===== src/rtl/cfgs_pkg.sv =====
package cfgs_pkg;
   typedef enum logic [2:0] {
      LS_IDLE,
      LS_RX,
      LS_ACK,
      LS_TX,
      LS_MACK
   } link_st_t;
endpackage


===== src/rtl/cfgs_sync.sv =====
module cfgs_sync #(
   parameter int STAGES = 2
) (
   input  logic clk,
   input  logic rst_n,
   input  logic d,
   output logic q
);
   generate
      if (STAGES < 2) begin : g_bad_stages
         $error("cfgs_sync: STAGES must be at least 2");
      end
   endgenerate

   logic [STAGES-1:0] chain_q;

   always_ff @(posedge clk or negedge rst_n) begin
      if (!rst_n) chain_q <= '1;
      else        chain_q <= {chain_q[STAGES-2:0], d};
   end

   assign q = chain_q[STAGES-1];
endmodule


===== src/rtl/cfgs_link.sv =====
module cfgs_link
   import cfgs_pkg::*;
#(
   parameter logic [6:0] DEV_ADDR  = 7'h69,
   parameter int         HDR_BYTES = 2,
   parameter int         NUM_REGS  = 7,
   parameter int         IDX_W     = 3
) (
   input  logic             clk,
   input  logic             rst_n,
   input  logic             hold,
   input  logic             scl_s,
   input  logic             sda_s,
   output logic             sda_drive,
   output logic             wr_en,
   output logic [IDX_W-1:0] wr_idx,
   output logic [7:0]       wr_data,
   output logic [IDX_W-1:0] rd_idx,
   input  logic [7:0]       rd_data
);
   localparam int CNT_W = $clog2(HDR_BYTES + NUM_REGS + 2);
   localparam logic [CNT_W-1:0] CNT_MAX = CNT_W'(HDR_BYTES + NUM_REGS + 1);
   localparam logic [CNT_W-1:0] CNT_HDR = CNT_W'(HDR_BYTES);
   localparam logic [CNT_W-1:0] CNT_END = CNT_W'(HDR_BYTES + NUM_REGS);
   localparam logic [CNT_W-1:0] CNT_NUM = CNT_W'(NUM_REGS);

   link_st_t         st;
   logic             scl_p, sda_p;
   logic [2:0]       bit_cnt;
   logic             full;
   logic [7:0]       shreg;
   logic             is_rd, is_addr, mnack;
   logic [CNT_W-1:0] cnt;

   logic start_c, stop_c, rise_c, fall_c;
   logic [7:0] tx_byte;

   assign start_c = scl_s & scl_p &  sda_p & ~sda_s;
   assign stop_c  = scl_s & scl_p & ~sda_p &  sda_s;
   assign rise_c  =  scl_s & ~scl_p;
   assign fall_c  = ~scl_s &  scl_p;

   assign rd_idx  = IDX_W'(cnt);
   assign tx_byte = (cnt < CNT_NUM) ? rd_data : 8'hFF;

   assign wr_en   = !hold && (st == LS_RX) && fall_c && full && !is_addr
                    && (cnt >= CNT_HDR) && (cnt < CNT_END);
   assign wr_idx  = IDX_W'(cnt - CNT_HDR);
   assign wr_data = shreg;

   assign sda_drive = (st == LS_ACK) || ((st == LS_TX) && !shreg[7]);

   always_ff @(posedge clk or negedge rst_n) begin
      if (!rst_n) begin
         st      <= LS_IDLE;
         scl_p   <= 1'b1;
         sda_p   <= 1'b1;
         bit_cnt <= '0;
         full    <= 1'b0;
         shreg   <= '0;
         is_rd   <= 1'b0;
         is_addr <= 1'b0;
         mnack   <= 1'b0;
         cnt     <= '0;
      end else begin
         scl_p <= scl_s;
         sda_p <= sda_s;
         if (hold) begin
            st <= LS_IDLE;
         end else if (start_c) begin
            st      <= LS_RX;
            is_addr <= 1'b1;
            bit_cnt <= '0;
            full    <= 1'b0;
            cnt     <= '0;
         end else if (stop_c) begin
            st <= LS_IDLE;
         end else begin
            unique case (st)
               LS_RX: begin
                  if (rise_c && !full) begin
                     shreg   <= {shreg[6:0], sda_s};
                     bit_cnt <= bit_cnt + 3'd1;
                     if (bit_cnt == 3'd7) full <= 1'b1;
                  end else if (fall_c && full) begin
                     full    <= 1'b0;
                     bit_cnt <= '0;
                     if (is_addr) begin
                        if (shreg[7:1] == DEV_ADDR) begin
                           st      <= LS_ACK;
                           is_rd   <= shreg[0];
                           is_addr <= 1'b0;
                        end else begin
                           st <= LS_IDLE;
                        end
                     end else begin
                        st <= LS_ACK;
                        if (cnt != CNT_MAX) cnt <= cnt + 1'b1;
                     end
                  end
               end
               LS_ACK: begin
                  if (fall_c) begin
                     if (is_rd) begin
                        st    <= LS_TX;
                        shreg <= tx_byte;
                     end else begin
                        st <= LS_RX;
                     end
                  end
               end
               LS_TX: begin
                  if (fall_c) begin
                     shreg   <= {shreg[6:0], 1'b1};
                     bit_cnt <= bit_cnt + 3'd1;
                     if (bit_cnt == 3'd7) begin
                        st      <= LS_MACK;
                        bit_cnt <= '0;
                        if (cnt != CNT_MAX) cnt <= cnt + 1'b1;
                     end
                  end
               end
               LS_MACK: begin
                  if (rise_c) begin
                     mnack <= sda_s;
                  end else if (fall_c) begin
                     if (mnack) begin
                        st <= LS_IDLE;
                     end else begin
                        st    <= LS_TX;
                        shreg <= tx_byte;
                     end
                  end
               end
               default: ;
            endcase
         end
      end
   end

   // The slave may only start pulling SDA while SCL is low, so it never forms a START or STOP
   assert_drive_scl_low_R1: assert property (@(posedge clk) disable iff (!rst_n)
      $rose(sda_drive) |-> !scl_s);
endmodule


===== src/rtl/cfgs_regbank.sv =====
module cfgs_regbank #(
   parameter int NUM_REGS = 7,
   parameter int OUT_REGS = 6,
   parameter int IDX_W    = 3
) (
   input  logic                  clk,
   input  logic                  rst_n,
   input  logic                  hold,
   input  logic                  wr_en,
   input  logic [IDX_W-1:0]      wr_idx,
   input  logic [7:0]            wr_data,
   input  logic [IDX_W-1:0]      rd_idx,
   output logic [7:0]            rd_data,
   output logic [OUT_REGS*8-1:0] ctrl_q
);
   generate
      if (OUT_REGS > NUM_REGS) begin : g_bad_out
         $error("cfgs_regbank: OUT_REGS exceeds NUM_REGS");
      end
   endgenerate

   logic [7:0] regs_q [NUM_REGS];

   for (genvar i = 0; i < NUM_REGS; i++) begin : g_reg
      localparam logic [7:0] RST_VAL = (i == 0) ? 8'h00 : 8'hFF;
      always_ff @(posedge clk or negedge rst_n) begin
         if (!rst_n) regs_q[i] <= RST_VAL;
         else if (wr_en && (wr_idx == IDX_W'(i))) regs_q[i] <= wr_data;
      end
   end

   for (genvar j = 0; j < OUT_REGS; j++) begin : g_out
      assign ctrl_q[j*8 +: 8] = regs_q[j];
   end

   always_comb begin
      rd_data = 8'hFF;
      for (int k = 0; k < NUM_REGS; k++) begin
         if (rd_idx == IDX_W'(k)) rd_data = regs_q[k];
      end
   end

   // checker state: last written index
   logic [IDX_W-1:0] last_idx;
   logic             seen_wr;
   always_ff @(posedge clk or negedge rst_n) begin
      if (!rst_n) begin
         last_idx <= '0;
         seen_wr  <= 1'b0;
      end else if (wr_en) begin
         last_idx <= wr_idx;
         seen_wr  <= 1'b1;
      end
   end

   assert_no_write_in_pd_R8: assert property (@(posedge clk) disable iff (!rst_n)
      hold |-> !wr_en);
   assert_wr_in_range_R10: assert property (@(posedge clk) disable iff (!rst_n)
      wr_en |-> (int'(wr_idx) < NUM_REGS));
   assert_sequential_fill_R3: assert property (@(posedge clk) disable iff (!rst_n)
      (wr_en && seen_wr) |-> ((wr_idx == '0) || (wr_idx == IDX_W'(last_idx + 1'b1))));
endmodule


===== src/rtl/clkgen_cfg_slave.sv =====
module clkgen_cfg_slave #(
   parameter logic [6:0] DEV_ADDR    = 7'h69,
   parameter int         HDR_BYTES   = 2,
   parameter int         NUM_REGS    = 7,
   parameter int         SYNC_STAGES = 2
) (
   input  logic       clk,
   input  logic       rst_n,
   input  logic       pwr_dn,
   input  logic       scl_i,
   input  logic       sda_i,
   output logic       sda_oe,
   output logic       spread_narrow,
   output logic [2:0] freq_code,
   output logic       freq_from_reg,
   output logic       spread_down,
   output logic       spread_en,
   output logic       all_hiz,
   output logic [7:0] cpu_en,
   output logic [7:0] pci_en,
   output logic [7:0] sdram_en_lo,
   output logic [7:0] sdram_en_hi,
   output logic [7:0] periph_en
);
   localparam int IDX_W    = $clog2(NUM_REGS);
   localparam int OUT_REGS = 6;

   generate
      if (NUM_REGS < OUT_REGS || NUM_REGS > 64) begin : g_bad_regs
         $error("clkgen_cfg_slave: NUM_REGS must be 6..64");
      end
      if (HDR_BYTES < 0 || HDR_BYTES > 8) begin : g_bad_hdr
         $error("clkgen_cfg_slave: HDR_BYTES must be 0..8");
      end
   endgenerate

   logic scl_s, sda_s, drive;
   logic wr_en;
   logic [IDX_W-1:0] wr_idx, rd_idx;
   logic [7:0] wr_data, rd_data;
   logic [OUT_REGS*8-1:0] ctrl_q;

   cfgs_sync #(.STAGES(SYNC_STAGES)) u_sync_scl (
      .clk(clk), .rst_n(rst_n), .d(scl_i), .q(scl_s));
   cfgs_sync #(.STAGES(SYNC_STAGES)) u_sync_sda (
      .clk(clk), .rst_n(rst_n), .d(sda_i), .q(sda_s));

   cfgs_link #(
      .DEV_ADDR(DEV_ADDR), .HDR_BYTES(HDR_BYTES),
      .NUM_REGS(NUM_REGS), .IDX_W(IDX_W)
   ) u_link (
      .clk(clk), .rst_n(rst_n), .hold(pwr_dn),
      .scl_s(scl_s), .sda_s(sda_s), .sda_drive(drive),
      .wr_en(wr_en), .wr_idx(wr_idx), .wr_data(wr_data),
      .rd_idx(rd_idx), .rd_data(rd_data)
   );

   cfgs_regbank #(
      .NUM_REGS(NUM_REGS), .OUT_REGS(OUT_REGS), .IDX_W(IDX_W)
   ) u_regs (
      .clk(clk), .rst_n(rst_n), .hold(pwr_dn),
      .wr_en(wr_en), .wr_idx(wr_idx), .wr_data(wr_data),
      .rd_idx(rd_idx), .rd_data(rd_data), .ctrl_q(ctrl_q)
   );

   assign sda_oe        = drive & ~pwr_dn;
   assign spread_narrow = ctrl_q[7];
   assign freq_code     = ctrl_q[6:4];
   assign freq_from_reg = ctrl_q[3];
   assign spread_down   = ctrl_q[2];
   assign spread_en     = ctrl_q[1];
   assign all_hiz       = ctrl_q[0];
   assign cpu_en        = ctrl_q[15:8];
   assign pci_en        = ctrl_q[23:16];
   assign sdram_en_lo   = ctrl_q[31:24];
   assign sdram_en_hi   = ctrl_q[39:32];
   assign periph_en     = ctrl_q[47:40];
endmodule


===== config.mk =====
export PLATFORM = sky130hd
export DESIGN_NAME = clkgen_cfg_slave
export DESIGN_NICKNAME = d
export VERILOG_FILES = /design/src/rtl/cfgs_pkg.sv /design/src/rtl/cfgs_sync.sv /design/src/rtl/cfgs_link.sv /design/src/rtl/cfgs_regbank.sv /design/src/rtl/clkgen_cfg_slave.sv
export SDC_FILE = /design/constraint.sdc
export NUM_CORES = 1
export LEC_CHECK = 0
export CAP_MARGIN = 20
export CORE_ASPECT_RATIO = 0.9
export CORE_MARGIN = 2
export CORE_UTILIZATION = 57
export CTS_CLUSTER_SIZE = 25
export DETAILED_ROUTE_END_ITERATION = 16
export GPL_ROUTABILITY_DRIVEN = 1
export PLACE_DENSITY = 0.81
export SKIP_LAST_GASP = 1
export SYNTH_ARGS = -nofsm -noshare
export SYNTH_HDL_FRONTEND = slang
export SYNTH_SLANG_ARGS = --single-unit
export TNS_END_PERCENT = 10

===== constraint.sdc =====
create_clock -name clk -period 3.5 [get_ports clk]
set_clock_uncertainty 0.2 [all_clocks]
set_input_delay 0.35 -clock clk [delete_from_list [all_inputs] [get_ports clk]]
set_output_delay 0.35 -clock clk [all_outputs]
set_load 0.02 [all_outputs]

==> results.sh, run 1 <==
export IMPL_chipWidth_um=101
export IMPL_setup_tns_final_ps=0
export IMPL_synthArstFlopShare_pct=100
export IMPL_power_density_nw_per_um2=581
export IMPL_synth_edff_count=0
export IMPL_report_final_hold_viol_count=0
export IMPL_fillCellCount=635
export IMPL_synthDistinctLibCells=54
export IMPL_clkLatencyLatePin_ps=350
export IMPL_tritoncts="built"
export IMPL_slew_headroom_pct=49.2
export IMPL_finish_utilization_pct=65.4
export IMPL_diodes=0
export IMPL_final_number_of_max_transition_violations=0
export IMPL_vias=3538
export IMPL_worst_slew_pin_transition_ps=757
export IMPL_postPlaceCellArea_um2=5070
export IMPL_synth_seq_cells=84
export IMPL_syn_inst=458
export IMPL_cts_root_to_sink_buffers=2
export IMPL_dieArea_um2=9270
export IMPL_hold_buf_count_cts=0
export IMPL_place_port_buffers=53
export IMPL_route_detailed_drc=0
export IMPL_grt_pass1_vias=3369
export IMPL_postRouteAntennaNets=0
export IMPL_detail_route_first_pass_iterations=5
export IMPL_drt_total_wl_mm=11.4
export IMPL_cts_max_level=3
export IMPL_cp_arrival_ps=2830
export IMPL_cts_buffers_inserted=9
export IMPL_ys_seq_area_share_pct=44.7
export IMPL_number_of_antenna_violations_at_the_first_check_in_global_routing=1
export IMPL_groute_usage_overall_pct=25.4
export IMPL_clkTransAtPathRegs_ps=80
export IMPL_synth_area_um2=4860
export IMPL_postcts_setup_bufs=0
export IMPL_vdd_ir_drop_worst_mv=0.292
export IMPL_path_class="register to register"
export IMPL_placement_rows=31
export IMPL_wl_per_cell_um=20.4
export IMPL_rsz0062_at_grt="false"
export IMPL_timing_final_crit_period_ps=2780
export IMPL_grt_max_degree=85
export IMPL_cts_repair_resize_count=0
export IMPL_timing_fmax_mhz=359
export IMPL_total_nets_after_synthesis=473
export IMPL_layout_area_overhead_vs_synth_pct=9.71
export IMPL_postSynthAreaPerCell_um2=10.6
export IMPL_crit_path_max_fanout=18
export IMPL_fin_hold_ws_ps=161
export IMPL_layout_nets=469
export IMPL_worst_endpoint_required_ps=3540
export IMPL_io_pins=54
export IMPL_placeableCoreArea_um2=8150
export IMPL_setup_viol_count_final=0
export IMPL_grt_pass1_wl_mm=18.3
export IMPL_synth_ff_type="dfstp_2"
export IMPL_clk_root_buffer_cell="clkbuf_8"
export IMPL_dpl_hpwl_mm=8.01
export IMPL_dr_first_iter_drc_count=200
export IMPL_drv_cap=0
export IMPL_p_leak_nw=2.09
export IMPL_vias_per_cell=6.34
export IMPL_synthesis_yosys_warnings=0
export IMPL_globalRoute_totalOverflow=0
export IMPL_start_util_pct=59.6
export IMPL_gpl_final_weighted_congestion=0.942
export IMPL_cts_sink_count=84
export IMPL_finalCritPeriodShare_pct=79.5
export IMPL_min_delay_path_class="register to register"
export IMPL_postLayoutCellArea_um2=5330
export IMPL_kind_of_capture_point_of_the_worst_setup_path="register"
export IMPL_start_kind="register"
export IMPL_final_layout_size_suffix_gt1_share_pct=30.9
export IMPL_die_h_um=91.6
export IMPL_status="completed"
## cells by family (layout without fill, tap and decap cells)
group / Yosys count / after routing / share of synthesized area (%)
AOI/OAI and AO/OA: 117 / 117 / 16.0
xor gates and xnor gates: 2 / 2 / 0.361
adders and majority gates: 10 / 10 / 2.58
buffers and inverters: 93 / 94 / 11.0
DFF: 84 / 84 / 44.7
muxes: 64 / 64 / 14.8
and+or+nand+nor: 88 / 88 / 10.5
## state kept, by name, summed over array words and instances (netlist names), 2 cells and up
register and flops:
u_regs.ctrl_q 48, u_link.cnt 4, u_link.bit_cnt 3, u_link.st 3, u_sync_scl.chain_q 2, u_link.wr_data 8, u_sync_sda.chain_q 2, u_regs.regs_q 8
## worst paths after layout
path / from / endpoint / slack (ps) / depth (start not counted)
worst max-delay path: u_link.cnt[0]$_DFFE_PN0P_ / u_link.wr_data[2]$_DFFE_PN0P_ / 720 / 7
worst min-delay path: u_sync_sda.chain_q[0]$_DFF_PN1_ / u_sync_sda.chain_q[1]$_DFF_PN1_ / 160 / 0
worst max register to register: u_link.cnt[0]$_DFFE_PN0P_ / u_link.wr_data[2]$_DFFE_PN0P_ / 720 / 7
worst min register to register: u_sync_sda.chain_q[0]$_DFF_PN1_ / u_sync_sda.chain_q[1]$_DFF_PN1_ / 160 / 0
max in group asynchronous: rst_n / u_regs.ctrl_q[41]$_DFFE_PN1P_ / 2220 / 3
min in group asynchronous: rst_n / u_link.mnack$_DFFE_PN0P_ / 230 / 2
## per-layer routing
metal / up-vias / global-route usage, % / wire length (µm)
li1: 1636 / - / -
met1: 1734 / 38.9 / 5410
met2: 148 / 35.8 / 4990
met3: 20 / 5.47 / 833
met4: 0 / 7.77 / 178
met5: - / 0 / 0
## layout make-up
class | instances | area (µm²) | share of cell area, %
sequential | 84 | 2170 | 40.7
multi-input combinational | 281 | 2150 | 40.4
timing repair buffer | 59 | 596 | 11.2
clock buffer | 11 | 131 | 2.47
tap | 99 | 124 | 2.33
clock inverter | 5 | 85.1 | 1.60
inverter | 19 | 71.3 | 1.34
## cell usage after synthesis, types with 2 or more instances
master / instances / area share [%]
mux2_2: 63 / 15
inv_1: 17 / 1.3
buf_4: 43 / 6.6
nand2b_1: 9 / 1.2
nor2b_1: 5 / 0.64
and2_1: 4 / 0.52
nor3_1: 12 / 1.2
nor2_1: 21 / 1.6
o21ai_0: 33 / 3.4
ha_1: 10 / 2.6
nand3_1: 4 / 0.41
nand3b_1: 2 / 0.31
buf_6: 2 / 0.46
a2111oi_0: 15 / 2.7
dfstp_2: 54 / 29
nor3b_1: 3 / 0.46
buf_2: 8 / 0.82
a32o_1: 2 / 0.41
clkbuf_1: 17 / 1.3
a22o_1: 4 / 0.72
nor4_1: 2 / 0.26
a31oi_1: 9 / 1.2
o41ai_1: 9 / 1.6
dfrtp_1: 30 / 15
buf_1: 4 / 0.31
a21oi_1: 23 / 2.4
nor4b_1: 8 / 1.4
and3_1: 3 / 0.39
o22ai_1: 7 / 0.90
nand2_1: 8 / 0.62
clkinv_1: 2 / 0.15
a211oi_1: 3 / 0.46
## worst max-delay path: stages (launching register included)
cell and delay [ps]:
dfrtp_1 450, clkinv_1 300, ha_1 500, nand2_1 300, o21ai_0 170, nor3_1 300, a2111oi_0 120, o41ai_1 330
## layout by cell type (no fill, tap or decap), types with 8 or more instances in the layout
master	count
clkbuf_8	9
mux2_2	63
o41ai_1	9
nand2_1	8
dfstp_2	54
nor4b_1	8
inv_1	17
o21ai_0	33
a2111oi_0	15
nand2b_1	9
dfrtp_1	30
a21oi_1	23
nor3_1	12
clkdlybuf4s50_1	52
nor2_1	21
ha_1	10
a31oi_1	9
## where the power goes
group          internal, mW  switching [mW]  leakage [nW]
Sequential             1.06           0.231         0.957
Clock                 0.407           0.352         0.104
Combinational         0.411           0.633          1.03
## per-stage QoR
step / instances / power (mW) / setup WS [ps]
global route: 558 / 3.27 / 481
finish: 558 / 3.09 / 716
CTS: 556 / 3.06 / 771
floorplan: 458 / 2.01 / 967
detailed placement: 540 / 2.30 / 754
global placement: 540 / 2.27 / 777
No activity file was read; power rests on OpenSTA's default activity.
==> run 2, diff against run 1 <==
- clock period: 3.5 -> 2.6 ns (I/O delays scaled with it)
==> results.sh, run 2 (synthesized netlist as in run 1, its figures left out) <==
export IMPL_rsz0062_at_grt="true"
export IMPL_vias_per_cell=6.32
export IMPL_worstHoldEndpoint="u_sync_scl.chain_q[0]$_DFF_PN1_"
export IMPL_globalRoute_totalOverflow=0
export IMPL_p_seq_share_pct=37.1
export IMPL_stage_delay_of_the_slowest_cell_on_the_critical_path_ps=530
export IMPL_p_sw_mw=1.72
export IMPL_clk_root_buffer_cell="clkbuf_8"
export IMPL_postLayoutCellArea_um2=5510
export IMPL_p_leak_nw=2.21
export IMPL_power_switching_share_pct=38.5
export IMPL_worstPathBufferInverterCount=1
export IMPL_cts_max_level=3
export IMPL_postPlaceCellArea_um2=5250
export IMPL_slowest_stage="a2111oi_0"
export IMPL_cpLargestDelayFamily="compound AO/OA/AOI/OAI gates"
export IMPL_grt_pass1_vias=3624
export IMPL_finish_utilization_pct=67.7
export IMPL_start_util_pct=59.6
export IMPL_place_inst=562
export IMPL_cellInternalPower_mw=2.74
export IMPL_status="completed"
export IMPL_cts_root_to_sink_buffers=2
export IMPL_finalCritPeriodShare_pct=98.1
export IMPL_tritoncts="built"
export IMPL_hp_start="scl_i"
export IMPL_report_final_hold_viol_count=0
export IMPL_diodes=0
export IMPL_grt_pass1_wl_mm=19.8
export IMPL_vdd_ir_drop_worst_mv=0.522
export IMPL_kind_of_capture_point_of_the_worst_setup_path="register"
export IMPL_layoutNonFillerInstCount=579
export IMPL_route_detailed_drc=0
export IMPL_worstReg2RegEnd="u_link.wr_data[7]$_DFFE_PN0P_"
export IMPL_vias=3657
export IMPL_final_number_of_max_transition_violations=0
export IMPL_die_h_um=91.6
export IMPL_slew_headroom_pct=40.0
export IMPL_fin_ws_ps=50.2
export IMPL_dieArea_um2=9270
export IMPL_cp_arrival_ps=2580
export IMPL_timing_fmax_mhz=392
export IMPL_dpl_hpwl_mm=8.38
export IMPL_drt_total_wl_mm=11.9
export IMPL_wl_per_cell_um=20.5
export IMPL_ff2ff_setup_slack_ps=50
export IMPL_grt_max_degree=74
export IMPL_mostFrequentLayoutCells="63 x mux2_2, 54 x dfstp_2, 52 x clkdlybuf4s50_1"
export IMPL_dr_first_iter_drc_count=351
export IMPL_layout_nets=490
export IMPL_timing_final_crit_period_ps=2550
export IMPL_worst_slew_pin_transition_ps=900
export IMPL_min_delay_path_class="input port to register"
export IMPL_power_frac_comb_pct=37.4
export IMPL_fillCellCount=627
export IMPL_holdPathStages=1
export IMPL_postRouteAntennaNets=0
export IMPL_start_kind="register"
export IMPL_layout_area_overhead_vs_synth_pct=13.6
export IMPL_layout_commonest_cell="mux2_2"
export IMPL_path_class="register to register"
export IMPL_part_of_the_power_in_the_clock_network_pct=25.5
export IMPL_number_of_antenna_violations_at_the_first_check_in_global_routing=0
export IMPL_groute_usage_overall_pct=27.6
export IMPL_critical_path_cell_chain="inv_1 -> ha_1 -> nand2b_1 -> o21ai_0 -> nor3_1 -> a2111oi_0 -> o41ai_1"
export IMPL_worstReg2RegStart="u_link.cnt[1]$_DFFE_PN0P_"
export IMPL_worst_r2r_cell_count=7
export IMPL_ff_latch_area_um2=2170
export IMPL_power_density_nw_per_um2=807
export IMPL_placement_rows=31
export IMPL_gpl_final_weighted_congestion=0.966
export IMPL_final_layout_size_suffix_gt1_share_pct=34.6
export IMPL_detail_route_first_pass_iterations=5
export IMPL_chipWidth_um=101
export IMPL_placeableCoreArea_um2=8150
export IMPL_io_pins=54
export IMPL_cts_sink_count=84
export IMPL_report_power_total_mw=4.45
export IMPL_place_worst_setup_slack_ps=49.0
export IMPL_multi_input_comb_area_um2=2160
export IMPL_drv_cap=0
export IMPL_clkLatencyLatePin_ps=370
export IMPL_cts_buffers_inserted=9
export IMPL_clkTransAtPathRegs_ps=90
export IMPL_crit_path_max_fanout=9
export IMPL_setup_viol_count_final=0
export IMPL_worst_endpoint_required_ps=2630
export IMPL_number_of_flip_flops_under_the_largest_register_name=48
export IMPL_place_port_buffers=53
[run 2: what timing repair did]
| action | 4_1_cts | 5_1_grt |
|---|---|---|
| hold buffers | 1 | 0 |
| setup buffers | 0 | 0 |
| setup endpoints to repair | 0 | 22 |
| resized for setup | 0 | 4 |
| hold endpoints to repair | 30 | 0 |
[run 2: layer usage]
layer  GRT usage, %  up-vias  part of all wire, %
met1           39.2     1811                   45
met4           7.43        0                  1.9
li1               -     1672                    -
met5              0        -                    0
met3           7.62       24                  7.5
met2           41.4      150                   46
[run 2: final cells by class]
class                      instances  area share, %
inverter                          19           1.29
multi-input combinational        281           39.2
clock buffer                      10           2.31
timing repair buffer              80           13.5
sequential                        84           39.3
clock inverter                     6           2.04
tap                               99           2.25
[run 2: stage by stage]
step / hold WS [ps] / setup TNS (ps)
floorplan: -236 / 0
global placement: 146 / 0
detailed placement: 151 / 0
CTS: 95.7 / 0
global route: 85.7 / -1840
finish: 97.1 / 0
[run 2: worst max path at each step]
stage	startpoint	endpoint	slack [ps]	cells past startpoint
2_1_floorplan	u_link.cnt[2]$_DFFE_PN0P_	u_link.wr_data[6]$_DFFE_PN0P_	70	9
3_3_place_gp	pwr_dn	u_regs.ctrl_q[20]$_DFFE_PN1P_	140	6
3_5_place_dp	pwr_dn	u_regs.ctrl_q[20]$_DFFE_PN1P_	50	6
4_1_cts	u_link.cnt[1]$_DFFE_PN0P_	u_link.wr_data[6]$_DFFE_PN0P_	80	7
5_1_grt	u_link.cnt[1]$_DFFE_PN0P_	u_regs.ctrl_q[20]$_DFFE_PN1P_	-120	7
6_report	u_link.cnt[1]$_DFFE_PN0P_	u_link.wr_data[7]$_DFFE_PN0P_	50	7
[run 2: power groups by stage]
stage / combinational [mW] / sequential, mW / clock (mW)
after detailed placement: 1.57 / 1.66 / 0
after floorplan: 1.20 / 1.51 / 0
final: 1.67 / 1.65 / 1.13
after CTS: 1.60 / 1.64 / 1.15
after global routing: 1.83 / 1.67 / 1.21
after global placement: 1.54 / 1.65 / 0
